===== src/rtl/frm_pkg.sv =====
// Shared constants and state encodings for the framed packet engine.
package frm_pkg;
    localparam int          PRE_BYTES_DEF = 4;
    localparam logic [7:0]  SFD_DEF       = 8'hA7;
    localparam int          MAX_PAY_DEF   = 125;
    localparam logic [15:0] CRC_POLY_DEF  = 16'h8408;  // x^16+x^12+x^5+1, reflected

    typedef enum logic [2:0] {
        TX_IDLE, TX_PRE, TX_SFD, TX_LEN, TX_PAY, TX_CRCL, TX_CRCH
    } tx_state_t;

    typedef enum logic [1:0] {
        RX_HUNT, RX_LEN, RX_DATA
    } rx_state_t;
endpackage


===== src/rtl/frm_crc16.sv =====
// Byte-at-a-time CRC-16 register, least-significant bit first, no final xor.
// Assumes: clr has priority over en; crc_nxt is the value after absorbing din.
module frm_crc16 #(
    parameter logic [15:0] POLY = 16'h8408
) (
    input  logic        clk,
    input  logic        rst_n,
    input  logic        clr,
    input  logic        en,
    input  logic [7:0]  din,
    output logic [15:0] crc,
    output logic [15:0] crc_nxt
);
    logic [15:0] crc_q;

    // Unrolled eight-bit update of the running remainder.
    always_comb begin
        logic [15:0] c;
        c = crc_q;
        for (int i = 0; i < 8; i++) begin
            if (c[0] ^ din[i]) c = (c >> 1) ^ POLY;
            else               c = c >> 1;
        end
        crc_nxt = c;
    end

    // Remainder register: clear on frame start, update on each absorbed byte.
    always_ff @(posedge clk) begin
        if (!rst_n || clr) crc_q <= '0;
        else if (en)       crc_q <= crc_nxt;
    end

    assign crc = crc_q;

    // a clear always leaves a zero remainder for the next frame
    a_r4_clear_zero: assert property (@(posedge clk) disable iff (!rst_n)
        clr |=> (crc == 16'h0000));
endmodule


===== src/rtl/frm_tx.sv =====
// Transmit framer: emits header, length, payload and check bytes to a modem that
// pulls one byte per tx_take pulse. Payload comes from the packet buffer
// (buffered) or from a one-byte host holding register (streaming).
// Assumes: buf_rdata is valid in the same cycle as buf_addr.
module frm_tx
    import frm_pkg::*;
#(
    parameter int          PRE_BYTES = PRE_BYTES_DEF,
    parameter logic [7:0]  SFD       = SFD_DEF,
    parameter int          MAX_PAY   = MAX_PAY_DEF,
    parameter logic [15:0] POLY      = CRC_POLY_DEF,
    parameter int          AW        = 7
) (
    input  logic          clk,
    input  logic          rst_n,
    input  logic          stream_mode,
    input  logic          tx_req,
    input  logic [AW-1:0] tx_len,
    input  logic          tx_take,
    input  logic [7:0]    host_wdata,
    input  logic          host_wvalid,
    input  logic [7:0]    buf_rdata,
    output logic [AW-1:0] buf_addr,
    output logic [7:0]    tx_byte,
    output logic          tx_busy,
    output logic          irq_word,
    output logic          irq_done,
    output logic          underrun
);
    tx_state_t     state;
    logic [AW-1:0] cnt;
    logic [AW-1:0] len_r;
    logic [7:0]    hold;
    logic          hold_full;
    logic [15:0]   crc;
    logic [15:0]   crc_nxt;
    logic          accept;
    logic          starved;
    logic          pay_take;

    assign accept   = (state == TX_IDLE) && tx_req && (tx_len <= AW'(MAX_PAY));
    assign starved  = stream_mode && !hold_full;
    assign pay_take = (state == TX_PAY) && tx_take;
    assign tx_busy  = (state != TX_IDLE);
    assign buf_addr = cnt;

    // Byte offered to the modem for the current frame position.
    always_comb begin
        unique case (state)
            TX_SFD:  tx_byte = SFD;
            TX_LEN:  tx_byte = 8'(len_r) + 8'd2;
            TX_PAY:  tx_byte = stream_mode ? hold : buf_rdata;
            TX_CRCL: tx_byte = crc[7:0];
            TX_CRCH: tx_byte = crc[15:8];
            default: tx_byte = 8'h00;
        endcase
    end

    frm_crc16 #(.POLY(POLY)) u_crc (
        .clk     (clk),
        .rst_n   (rst_n),
        .clr     (accept),
        .en      (pay_take && !starved),
        .din     (tx_byte),
        .crc     (crc),
        .crc_nxt (crc_nxt)
    );

    // Streaming holding register: a host load wins over consumption.
    always_ff @(posedge clk) begin
        if (!rst_n) begin
            hold      <= '0;
            hold_full <= 1'b0;
        end else if (host_wvalid) begin
            hold      <= host_wdata;
            hold_full <= 1'b1;
        end else if (pay_take && stream_mode) begin
            hold_full <= 1'b0;
        end
    end

    // Frame sequencer, advanced once per modem take.
    always_ff @(posedge clk) begin
        if (!rst_n) begin
            state    <= TX_IDLE;
            cnt      <= '0;
            len_r    <= '0;
            irq_word <= 1'b0;
            irq_done <= 1'b0;
            underrun <= 1'b0;
        end else begin
            irq_word <= 1'b0;
            irq_done <= 1'b0;
            unique case (state)
                TX_IDLE: if (accept) begin
                    state    <= TX_PRE;
                    cnt      <= '0;
                    len_r    <= tx_len;
                    underrun <= 1'b0;
                end
                TX_PRE: if (tx_take) begin
                    if (cnt == AW'(PRE_BYTES - 1)) begin
                        cnt   <= '0;
                        state <= TX_SFD;
                    end else begin
                        cnt <= cnt + 1'b1;
                    end
                end
                TX_SFD: if (tx_take) state <= TX_LEN;
                TX_LEN: if (tx_take) begin
                    state    <= (len_r == '0) ? TX_CRCL : TX_PAY;
                    irq_word <= stream_mode && (len_r != '0);
                end
                TX_PAY: if (tx_take) begin
                    if (starved) begin
                        underrun <= 1'b1;
                        state    <= TX_IDLE;
                    end else if (cnt == len_r - 1'b1) begin
                        state <= TX_CRCL;
                    end else begin
                        cnt      <= cnt + 1'b1;
                        irq_word <= stream_mode;
                    end
                end
                TX_CRCL: if (tx_take) state <= TX_CRCH;
                TX_CRCH: if (tx_take) begin
                    state    <= TX_IDLE;
                    irq_done <= 1'b1;
                end
                default: state <= TX_IDLE;
            endcase
        end
    end

    // completion only follows the take of the second check byte
    a_r5_done_after_check: assert property (@(posedge clk) disable iff (!rst_n)
        irq_done |-> $past(state == TX_CRCH && tx_take));
    // an oversize request leaves the engine idle
    a_r6_oversize_ignored: assert property (@(posedge clk) disable iff (!rst_n)
        (!tx_busy && tx_req && (tx_len > AW'(MAX_PAY))) |=> !tx_busy);
    // an underrun ends the frame with no completion strobe
    a_r8_underrun_no_done: assert property (@(posedge clk) disable iff (!rst_n)
        $rose(underrun) |-> (!tx_busy && !irq_done));
    // outside the payload, the offered byte holds until the modem takes it
    a_r2_byte_held: assert property (@(posedge clk) disable iff (!rst_n)
        (tx_busy && !tx_take && state != TX_PAY) |=> $stable(tx_byte));
endmodule


===== src/rtl/frm_rx.sv =====
// Receive deframer: hunts for the start code, checks the length byte, then
// captures payload and check bytes and reports the CRC result.
// Assumes: one byte per rx_valid cycle; the transmitter is idle while receiving.
module frm_rx
    import frm_pkg::*;
#(
    parameter logic [7:0]  SFD  = SFD_DEF,
    parameter logic [15:0] POLY = CRC_POLY_DEF,
    parameter int          AW   = 7
) (
    input  logic          clk,
    input  logic          rst_n,
    input  logic          stream_mode,
    input  logic [7:0]    rx_byte,
    input  logic          rx_valid,
    output logic [AW-1:0] buf_addr,
    output logic          buf_we,
    output logic [7:0]    buf_wdata,
    output logic [7:0]    host_rdata,
    output logic          irq_word,
    output logic          irq_done,
    output logic          crc_ok,
    output logic [AW-1:0] rx_len
);
    localparam int MAX_LEN = (1 << AW) - 1;

    rx_state_t     state;
    logic [AW-1:0] cnt;
    logic [AW-1:0] len_r;
    logic [15:0]   crc;
    logic [15:0]   crc_nxt;
    logic          len_ok;
    logic          data_in;
    logic          last;

    assign len_ok    = (rx_byte >= 8'd2) && (rx_byte <= 8'(MAX_LEN));
    assign data_in   = (state == RX_DATA) && rx_valid;
    assign last      = (cnt == len_r - 1'b1);
    assign buf_addr  = cnt;
    assign buf_we    = data_in && !stream_mode;
    assign buf_wdata = rx_byte;

    frm_crc16 #(.POLY(POLY)) u_crc (
        .clk     (clk),
        .rst_n   (rst_n),
        .clr     ((state == RX_LEN) && rx_valid),
        .en      (data_in),
        .din     (rx_byte),
        .crc     (crc),
        .crc_nxt (crc_nxt)
    );

    // Hunt, length check and byte capture sequencer.
    always_ff @(posedge clk) begin
        if (!rst_n) begin
            state      <= RX_HUNT;
            cnt        <= '0;
            len_r      <= '0;
            host_rdata <= '0;
            irq_word   <= 1'b0;
            irq_done   <= 1'b0;
            crc_ok     <= 1'b0;
            rx_len     <= '0;
        end else begin
            irq_word <= 1'b0;
            irq_done <= 1'b0;
            unique case (state)
                RX_HUNT: if (rx_valid && rx_byte == SFD) state <= RX_LEN;
                RX_LEN: if (rx_valid) begin
                    if (len_ok) begin
                        len_r <= rx_byte[AW-1:0];
                        cnt   <= '0;
                        state <= RX_DATA;
                    end else begin
                        state <= RX_HUNT;
                    end
                end
                RX_DATA: if (rx_valid) begin
                    if (stream_mode && (cnt < len_r - AW'(2))) begin
                        irq_word   <= 1'b1;
                        host_rdata <= rx_byte;
                    end
                    if (last) begin
                        state    <= RX_HUNT;
                        irq_done <= 1'b1;
                        crc_ok   <= (crc_nxt == 16'h0000);
                        rx_len   <= len_r;
                    end else begin
                        cnt <= cnt + 1'b1;
                    end
                end
                default: state <= RX_HUNT;
            endcase
        end
    end

    // frame completion always follows a received byte
    a_r11_done_on_byte: assert property (@(posedge clk) disable iff (!rst_n)
        irq_done |-> $past(rx_valid));
    // receive word strobes only in streaming mode, after a received byte
    a_r13_word_stream: assert property (@(posedge clk) disable iff (!rst_n)
        irq_word |-> $past(stream_mode && rx_valid));
    // capture runs only with a legal length
    a_r10_len_legal: assert property (@(posedge clk) disable iff (!rst_n)
        (state == RX_DATA) |-> (len_r >= AW'(2)));
    // buffer writes never happen in streaming mode
    a_r11_no_buf_stream: assert property (@(posedge clk) disable iff (!rst_n)
        buf_we |-> !stream_mode);
endmodule


===== src/rtl/frame_engine.sv =====
// Framed packet engine top: joins the transmit framer and the receive deframer,
// shares the packet-buffer port and merges the per-word strobes.
// Assumes half-duplex use: transmit owns the buffer address while busy.
module frame_engine
    import frm_pkg::*;
#(
    parameter int          PRE_BYTES = PRE_BYTES_DEF,
    parameter logic [7:0]  SFD       = SFD_DEF,
    parameter int          MAX_PAY   = MAX_PAY_DEF,
    parameter logic [15:0] POLY      = CRC_POLY_DEF,
    localparam int         AW        = $clog2(MAX_PAY + 3)
) (
    input  logic          clk,
    input  logic          rst_n,
    input  logic          stream_mode,
    input  logic          tx_req,
    input  logic [AW-1:0] tx_len,
    input  logic          tx_take,
    output logic [7:0]    tx_byte,
    output logic          tx_busy,
    output logic          tx_underrun,
    input  logic [7:0]    host_wdata,
    input  logic          host_wvalid,
    output logic [7:0]    host_rdata,
    input  logic [7:0]    rx_byte,
    input  logic          rx_valid,
    output logic [AW-1:0] buf_addr,
    output logic          buf_we,
    output logic [7:0]    buf_wdata,
    input  logic [7:0]    buf_rdata,
    output logic          irq_word,
    output logic          irq_tx_done,
    output logic          irq_rx_done,
    output logic          crc_ok,
    output logic [AW-1:0] rx_len
);
    logic [AW-1:0] tx_addr;
    logic [AW-1:0] rx_addr;
    logic          tx_word;
    logic          rx_word;

    frm_tx #(
        .PRE_BYTES (PRE_BYTES),
        .SFD       (SFD),
        .MAX_PAY   (MAX_PAY),
        .POLY      (POLY),
        .AW        (AW)
    ) u_tx (
        .clk         (clk),
        .rst_n       (rst_n),
        .stream_mode (stream_mode),
        .tx_req      (tx_req),
        .tx_len      (tx_len),
        .tx_take     (tx_take),
        .host_wdata  (host_wdata),
        .host_wvalid (host_wvalid),
        .buf_rdata   (buf_rdata),
        .buf_addr    (tx_addr),
        .tx_byte     (tx_byte),
        .tx_busy     (tx_busy),
        .irq_word    (tx_word),
        .irq_done    (irq_tx_done),
        .underrun    (tx_underrun)
    );

    frm_rx #(
        .SFD  (SFD),
        .POLY (POLY),
        .AW   (AW)
    ) u_rx (
        .clk         (clk),
        .rst_n       (rst_n),
        .stream_mode (stream_mode),
        .rx_byte     (rx_byte),
        .rx_valid    (rx_valid),
        .buf_addr    (rx_addr),
        .buf_we      (buf_we),
        .buf_wdata   (buf_wdata),
        .host_rdata  (host_rdata),
        .irq_word    (rx_word),
        .irq_done    (irq_rx_done),
        .crc_ok      (crc_ok),
        .rx_len      (rx_len)
    );

    // Buffer address belongs to transmit while a frame is going out.
    assign buf_addr = tx_busy ? tx_addr : rx_addr;
    assign irq_word = tx_word | rx_word;

    // the two completion strobes never fire together in half-duplex use
    a_r5_done_exclusive: assert property (@(posedge clk) disable iff (!rst_n)
        !(irq_tx_done && irq_rx_done && !$past(tx_busy && rx_valid)));
endmodule


===== config.mk =====
export PLATFORM = sky130hd
export DESIGN_NAME = frame_engine
export DESIGN_NICKNAME = d
export VERILOG_FILES = /design/src/rtl/frm_pkg.sv /design/src/rtl/frm_crc16.sv /design/src/rtl/frm_tx.sv /design/src/rtl/frm_rx.sv /design/src/rtl/frame_engine.sv
export SDC_FILE = /design/constraint.sdc
export NUM_CORES = 1
export LEC_CHECK = 0
export CORE_MARGIN = 5
export CORE_UTILIZATION = 35
export DETAILED_ROUTE_END_ITERATION = 6
export PLACE_DENSITY_LB_ADDON = 0.12
export SLEW_MARGIN = 40
export SYNTH_ARGS = -nofsm -noshare
export SYNTH_HDL_FRONTEND = slang
export SYNTH_SLANG_ARGS = --single-unit
export TNS_END_PERCENT = 30

===== constraint.sdc =====
create_clock -name clk -period 2.7 [get_ports clk]
set_clock_uncertainty 0.1 [all_clocks]
set_input_delay 0.54 -clock clk [delete_from_list [all_inputs] [get_ports clk]]
set_output_delay 0.54 -clock clk [all_outputs]
set_load 0.01 [all_outputs]

* Word-level counts from Yosys, hierarchy flattened
Index checks and enable logic that the tools add are counted.
** Word-level totals
- Input bits :: 38
- Register bits :: 95
- Output and inout port bits :: 45
- Word-level logic and storage cells :: 194
** Operators by class
- Reduce and logical (&&, ||, !) cells :: 40
- Bitwise operators :: 33
- Magnitude comparators :: 4
- Add/subtract/negate cells :: 6
- Equality and inequality tests :: 30
- Multiplexer cells :: 63
** Operators by type and width (count)
- 16-bit two-way mux :: 16
- 7-bit two-way mux :: 11
- 2-bit NOT with 3-bit output :: 16
- 8-bit one-hot mux with 5 select lines :: 1
- 3-bit two-way mux :: 10
- 2-bit != test (second input constant) :: 12
- 3-bit one-hot mux with 7 select lines :: 1
- 7-bit one-hot mux with 3 select lines :: 1
- 16-bit logical NOT :: 1
- 1-bit XOR :: 16
- 7-bit by 1-bit adder with 7-bit output (second input constant) :: 2
- 7-bit equality test :: 2
- 7-bit one-hot mux with 2 select lines :: 1
- 7-bit by 1-bit subtractor with 7-bit output (second input constant) :: 2
- 1-bit logical AND :: 13
- 1-bit two-way mux :: 13
- 3-bit AND reduction :: 4
- 2-bit two-way mux :: 5
- 2-bit by 1-bit != test with 1-bit output (second input constant) :: 5
- 3-bit equality test (second input constant) :: 3
- 9-bit AND reduction :: 1
- 7-bit by 2-bit adder with 8-bit output (second input constant) :: 1
- 8-bit equality test (second input constant) :: 1
- 8-bit by 2-bit >= comparator with 1-bit output (second input constant) :: 1
- other kinds (26) :: 37

* Logic depth before layout (Yosys ltp)
- Depth in word-level cells :: 18
- Depth in mapped cells :: 12
- Depth with buffers taken out :: 10

* Cells and area by module
A second synthesis with hierarchy kept.
** Unflattened totals
- Cell total of the unflattened synthesis :: 690
- Area total of the unflattened synthesis :: 6237.2 µm²
** Modules (own cells, without submodules)
- frm_rx :: seq. area each 680.7 µm², instances 1, area each 2058.2 µm², cells an instance 245
- frm_crc16 :: seq. area each 320.3 µm², instances 2, area each 1018.5 µm², cells an instance 93
- frm_tx :: seq. area each 580.6 µm², instances 1, area each 2019.4 µm², cells an instance 250
- frame_engine :: seq. area each 0.0 µm², instances 1, area each 122.6 µm², cells an instance 9

* Least setup slack after synthesis
No wires, ideal clock.
- Kind :: input to register
- From :: input stream_mode
- To :: register u_tx.u_crc.crc_q[8] (netlist: u_tx.u_crc.crc[8])
- Setup slack :: 0.245 ns
- Arrival time :: 2.288 ns
- Setup time :: 0.068 ns
- Path buffers :: 1
- Required time :: 2.532 ns
- Stages on the path :: 8
- Cell sequence :: buf_6 mux2_2 a221oi_2 mux2i_2 xnor3_2 xnor2_1 nand2_1 a21oi_2
** Between the ends
- Cells in the longest elaborated chain, start to end :: 12
- Elaborated cells on any way between the ends :: 17
- Those cells by class :: mux (10); bitwise (4); reduce/logical (3)
** Ends and longest elaborated chain
- start: declaration :: RTL line frame_engine.sv:15 : input logic stream_mode,
- 8-bit two-way mux :: RTL line frm_tx.sv:52 : TX_PAY: tx_byte = stream_mode ? hold : buf_rdata;
- 8-bit one-hot mux with 5 select lines :: RTL line frm_tx.sv:49 : unique case (state)
- 1-bit XOR :: RTL line frm_crc16.sv:21 : if (c[0] ^ din[i]) c = (c >> 1) ^ POLY;
- 16-bit two-way mux (5 in series) :: RTL line frm_crc16.sv:21
- 2-bit NOT with 3-bit output (no source line)
- 16-bit two-way mux (3 in series) :: RTL line frm_crc16.sv:21
- end signal: assignment :: RTL line frm_crc16.sv:30 : else if (en) crc_q <= crc_nxt;
- end: declaration :: RTL line frm_crc16.sv:14 : logic [15:0] crc_q;
Several ways; a longest one is shown, not always the timed one.
A chain may end at the register's enable or synchronous reset.

* Worst setup path in the final report
- From :: input buf_rdata[7]
- To :: output tx_byte[7]
** Between the ends
- Cells in the longest elaborated chain, start to end :: 2
** Ends and longest elaborated chain
- start: declaration :: RTL line frame_engine.sv:30 : input logic [7:0] buf_rdata,
- 8-bit two-way mux :: RTL line frm_tx.sv:52
- 8-bit one-hot mux with 5 select lines :: RTL line frm_tx.sv:49
- end: declaration :: RTL line frame_engine.sv:19 : output logic [7:0] tx_byte,
No other way between the ends.

==> reports/results.txt <==
In the layout the commonest cells are sky130_fd_sc_hd__dfxtp_1 (90), sky130_fd_sc_hd__nor2_1 (86), sky130_fd_sc_hd__clkdlybuf4s50_1 (73). The worst path meets setup with 0.0303 ns of slack. The cell type with the highest aggregate area in the netlist was sky130_fd_sc_hd__dfxtp_1. The mapped netlist covers 5640 sq um.

The per-cell routed wire length is 16.7 microns, and the final critical path time including I/O delays and setup is 2.67 ns. The leakage power came out at 3.00 nW. In this run the clock root is driven by a sky130_fd_sc_hd__clkbuf_16.

In this run the remaining antenna-violating nets after routing total 0. In this run the power density over the cells is 566 nW/um^2. After synthesis the netlist holds a flip-flop and latch count of 95.

Commonest register cell after synthesis: sky130_fd_sc_hd__dfxtp_1. The total power came out at 4.13 mW. After the first detailed-routing iteration, the DRC count stood at 285.

The first global-routing pass estimated 26400 microns of wire. The worst-case vdd ir drop was 0.334 mV. The flow ran to the end, and the final reports show no timing, DRC or antenna violations. For this run, the number of standard cells in the final layout without fillers is 982. The number of vias after detailed routing is 4973.

Buffers added to address setup during post-CTS repair amount to 0. A synthesized cell averages 8.72 sq um. OpenSTA, run right after detailed placement, puts the worst setup slack at -0.471 ns. The row count was 46; the maximum number of pins on one net before global-route repair was 30. The sequential-to-total area share from yosys stat is 33.7%.

The detailed router used layers up to and including met4. Number of nets in the synthesized netlist: 701. The run gives 2 as the maximum buffer depth of the clock tree. The signal on the critical path passes through clkdlybuf4s50_1 > mux2_2 > a22oi_2 > nand2_2 > a31oi_4 > inv_1 > dlygate4sd2_1. In the synthesized netlist the async set-or-reset flop fraction comes to 0%.

The transition at the pin with the smallest max-transition slack was 0.569 ns; the total track usage was 17.9%. The tools report the Yosys warning count as 0. The die is 137 microns wide. The internal cell power was 2.82 mW.

The tools report the launching element type of the critical path as an input port. Yosys attributes the largest share of cell area to sky130_fd_sc_hd__dfxtp_1 (34%), sky130_fd_sc_hd__mux2i_1 (6.9%), sky130_fd_sc_hd__nor2_1 (5.7%), sky130_fd_sc_hd__xor2_1 (5.3%), sky130_fd_sc_hd__nand2_1 (4.9%). The highest clock rate came out at 0.375 GHz.

The post-detailed-route DRC marker count was 0. Using the TritonRoute via totals, the vias-per-cell ratio works out to 5.06. The area added between synthesis and finish was 29.6%. The routability congestion estimate was 0.893. In this design, the stage delay of the slowest critical-path cell is 0.42 ns. The maximum fanout along the worst path is 2. The share of total power dissipated in combinational logic is 30.0%.

The initial cell density of the core is 35.6%. The run gives 2.06 ns as the worst path required time. Counting flops with a built-in enable in the synthesized netlist gives 0. In this run, placement finished with an instance count of 966.

Sequential cells burn 37.3% of the power. Per report_power, the clock group accounts for 32.6% of the total. Dividing the final minimum period by the clock period gives 98.9%. The tools report the full die area as 18800 sq um.

The share of layout cells above drive strength 1 came out at 17.2%. The critical path class is in -> out. After detailed routing, the wire length on met1 is 7520 microns. Measured against its own limit, the worst slew margin works out to 62.0%. Together, buffers and inverters on the worst path number 3. The tools report the met3 wire length as 856 microns. The pre-antenna-repair detailed-routing pass consisted of 4 iterations.

Family with the most delay on the worst path: buffers and inverters. After clock tree synthesis, the clock-pin slew on the worst setup and hold paths is 0.07 ns. Fraction of power spent switching nets: 31.8%.

The clock tree synthesis step divided the H-tree into 3 levels. The die is 137 microns tall. Detailed placement finished with a half-perimeter wire length of 12400 microns. The final wirelength is 16400 microns. The clock drives 95 sinks.

For the number of max-cap violations, the log shows 0. In this run the standard cell core region covers 15800 sq um. Type of the tightest min-delay check: reg -> reg. Most frequent standard cell in the layout excluding fill and tap cells: sky130_fd_sc_hd__dfxtp_1. The tools report the final-report max-slew violation count as 0. Setup violations remaining at the end of the flow were counted as 0.

The initial antenna violation count is 0. The synthesized design devotes to its leading area cell type 33.7% of total area. The number of hold-slack violations in the final timing report is 0. Pin placement for this block handled 83 I/O pins.

Number of clock buffers inserted by TritonCTS: 9. The tools report the number of nets in the layout as 815. The total overflow left after global routing is 0. In this run the power spent charging and discharging nets is 1.32 mW. TritonCTS built the clock tree. The run gives 76 as the number of distinct library cells after synthesis. The hold slack was 0.366 ns; the sum of met2 wire segment lengths after detailed routing was 7890 microns.

Counting every instance in the synthesized netlist gives 647. Number of input and output port buffers inserted: 82. The cell with the biggest individual delay on the critical path is sky130_fd_sc_hd__clkdlybuf4s50_1.

After clock tree synthesis, the flow added hold-fix buffers numbering 0. The clock reaches the later pin of the worst-skew pair after 0.35 ns. The run gives 0 as the antenna diode instance count. The run gives 2.03 ns as the arrival time of data at the critical path endpoint.

For the via count of the first global-routing pass, the log shows 5016. The capturing element type of the critical path is an output port. Measured on the finished design, the core utilization comes to 46.2%.
==> final cells by class <==
| class | count | area [sq um] |
|---|---|---|
| repair buffers | 146 | 1290 |
| flip-flops and latches | 95 | 1920 |
| well taps | 216 | 270 |
| clock inverters | 6 | 68.8 |
| fillers | 1556 | 8520 |
| inverters | 17 | 63.8 |
| clock buffers | 10 | 239 |
| multi-input cells | 492 | 3460 |
==> Yosys cell counts, drive strengths merged (2+ instances only) <==
master,n
and3,4
dfxtp,95
nor2b,7
a211oi,10
nand4,10
nor3b,3
xnor3,5
a21o,3
o2111ai,2
and2,3
nor3,11
nand3b,6
a22oi,5
nor4,6
and4b,2
xor2,35
or3,3
buf,31
nor2,87
a22o,2
clkbuf,12
inv,17
mux2,10
mux2i,42
a31oi,3
a2111oi,2
nand2b,8
o211ai,7
or2,2
o22ai,7
nand4b,2
nand3,12
o221ai,2
a31o,4
o21ai,10
o21a,3
ha,16
a21oi,34
nand2,74
and2b,3
xnor2,31
==> logic make-up (layout without fill, tap and decap cells) <==
kind of cell	count (synthesis)	after routing	share of synthesized area (%)
flops	95	95	33.7
simple gates	249	249	21.4
fa+ha+maj	16	16	3.55
xor+xnor	71	71	12.4
compound gates	104	104	13.5
mux	52	52	9.65
buf+inv	60	179	5.77
==> timing repair <==
item / CTS / global route
setup endpoints to repair: 21 / 2
resized for setup: 23 / 4
pin swaps: 1 / 1
==> state kept, by name, indices dropped and copies added (netlist names), 2 cells and up <==
signal           cells
u_rx.rx_len          7
u_tx.u_crc.crc      16
u_tx.state           3
u_tx.hold            8
u_rx.u_crc.crc      16
u_tx.buf_addr        7
u_rx.buf_addr        7
u_rx.host_rdata      8
u_tx.len_r           7
u_rx.state           2
u_rx.len_r           7
==> through the flow <==
step | area, sq um | setup TNS [ns]
floorplan | 5640 | 0
global placement | 6950 | -8.73
detailed placement | 6950 | -10.52
CTS | 7290 | 0
global route | 7310 | -0.0305
finish | 7310 | 0
==> layer usage <==
layer,up-vias,global-route usage (%)
met2,100,30.1
met5,-,0
met4,0,3.22
li1,2466,-
met3,9,5.11
met1,2398,23.1
==> path summary, 6_finish.rpt <==
check	end	slack [ns]	cells after the start	from
worst max-delay path	tx_byte[7]	0.03	7	buf_rdata[7]
worst min-delay path	u_rx.state[0]$_SDFFE_PN0P_	0.37	1	u_rx.state[1]$_SDFFE_PN0P_
worst max register to register	u_tx.u_crc.crc[2]$_SDFFE_PP0P_	0.25	7	u_tx.len_r[3]$_SDFFE_PN0P_
worst min register to register	u_rx.state[0]$_SDFFE_PN0P_	0.37	1	u_rx.state[1]$_SDFFE_PN0P_
==> power groups by stage <==
stage	clock [mW]	sequential, mW	combinational [mW]
floorplan	0	1.52	0.818
global placement	0	1.57	1.22
detailed placement	0	1.57	1.24
CTS	1.39	1.54	1.24
global route	1.45	1.55	1.34
finish	1.35	1.54	1.24
Note: power is estimated with default switching activity, not from simulation.
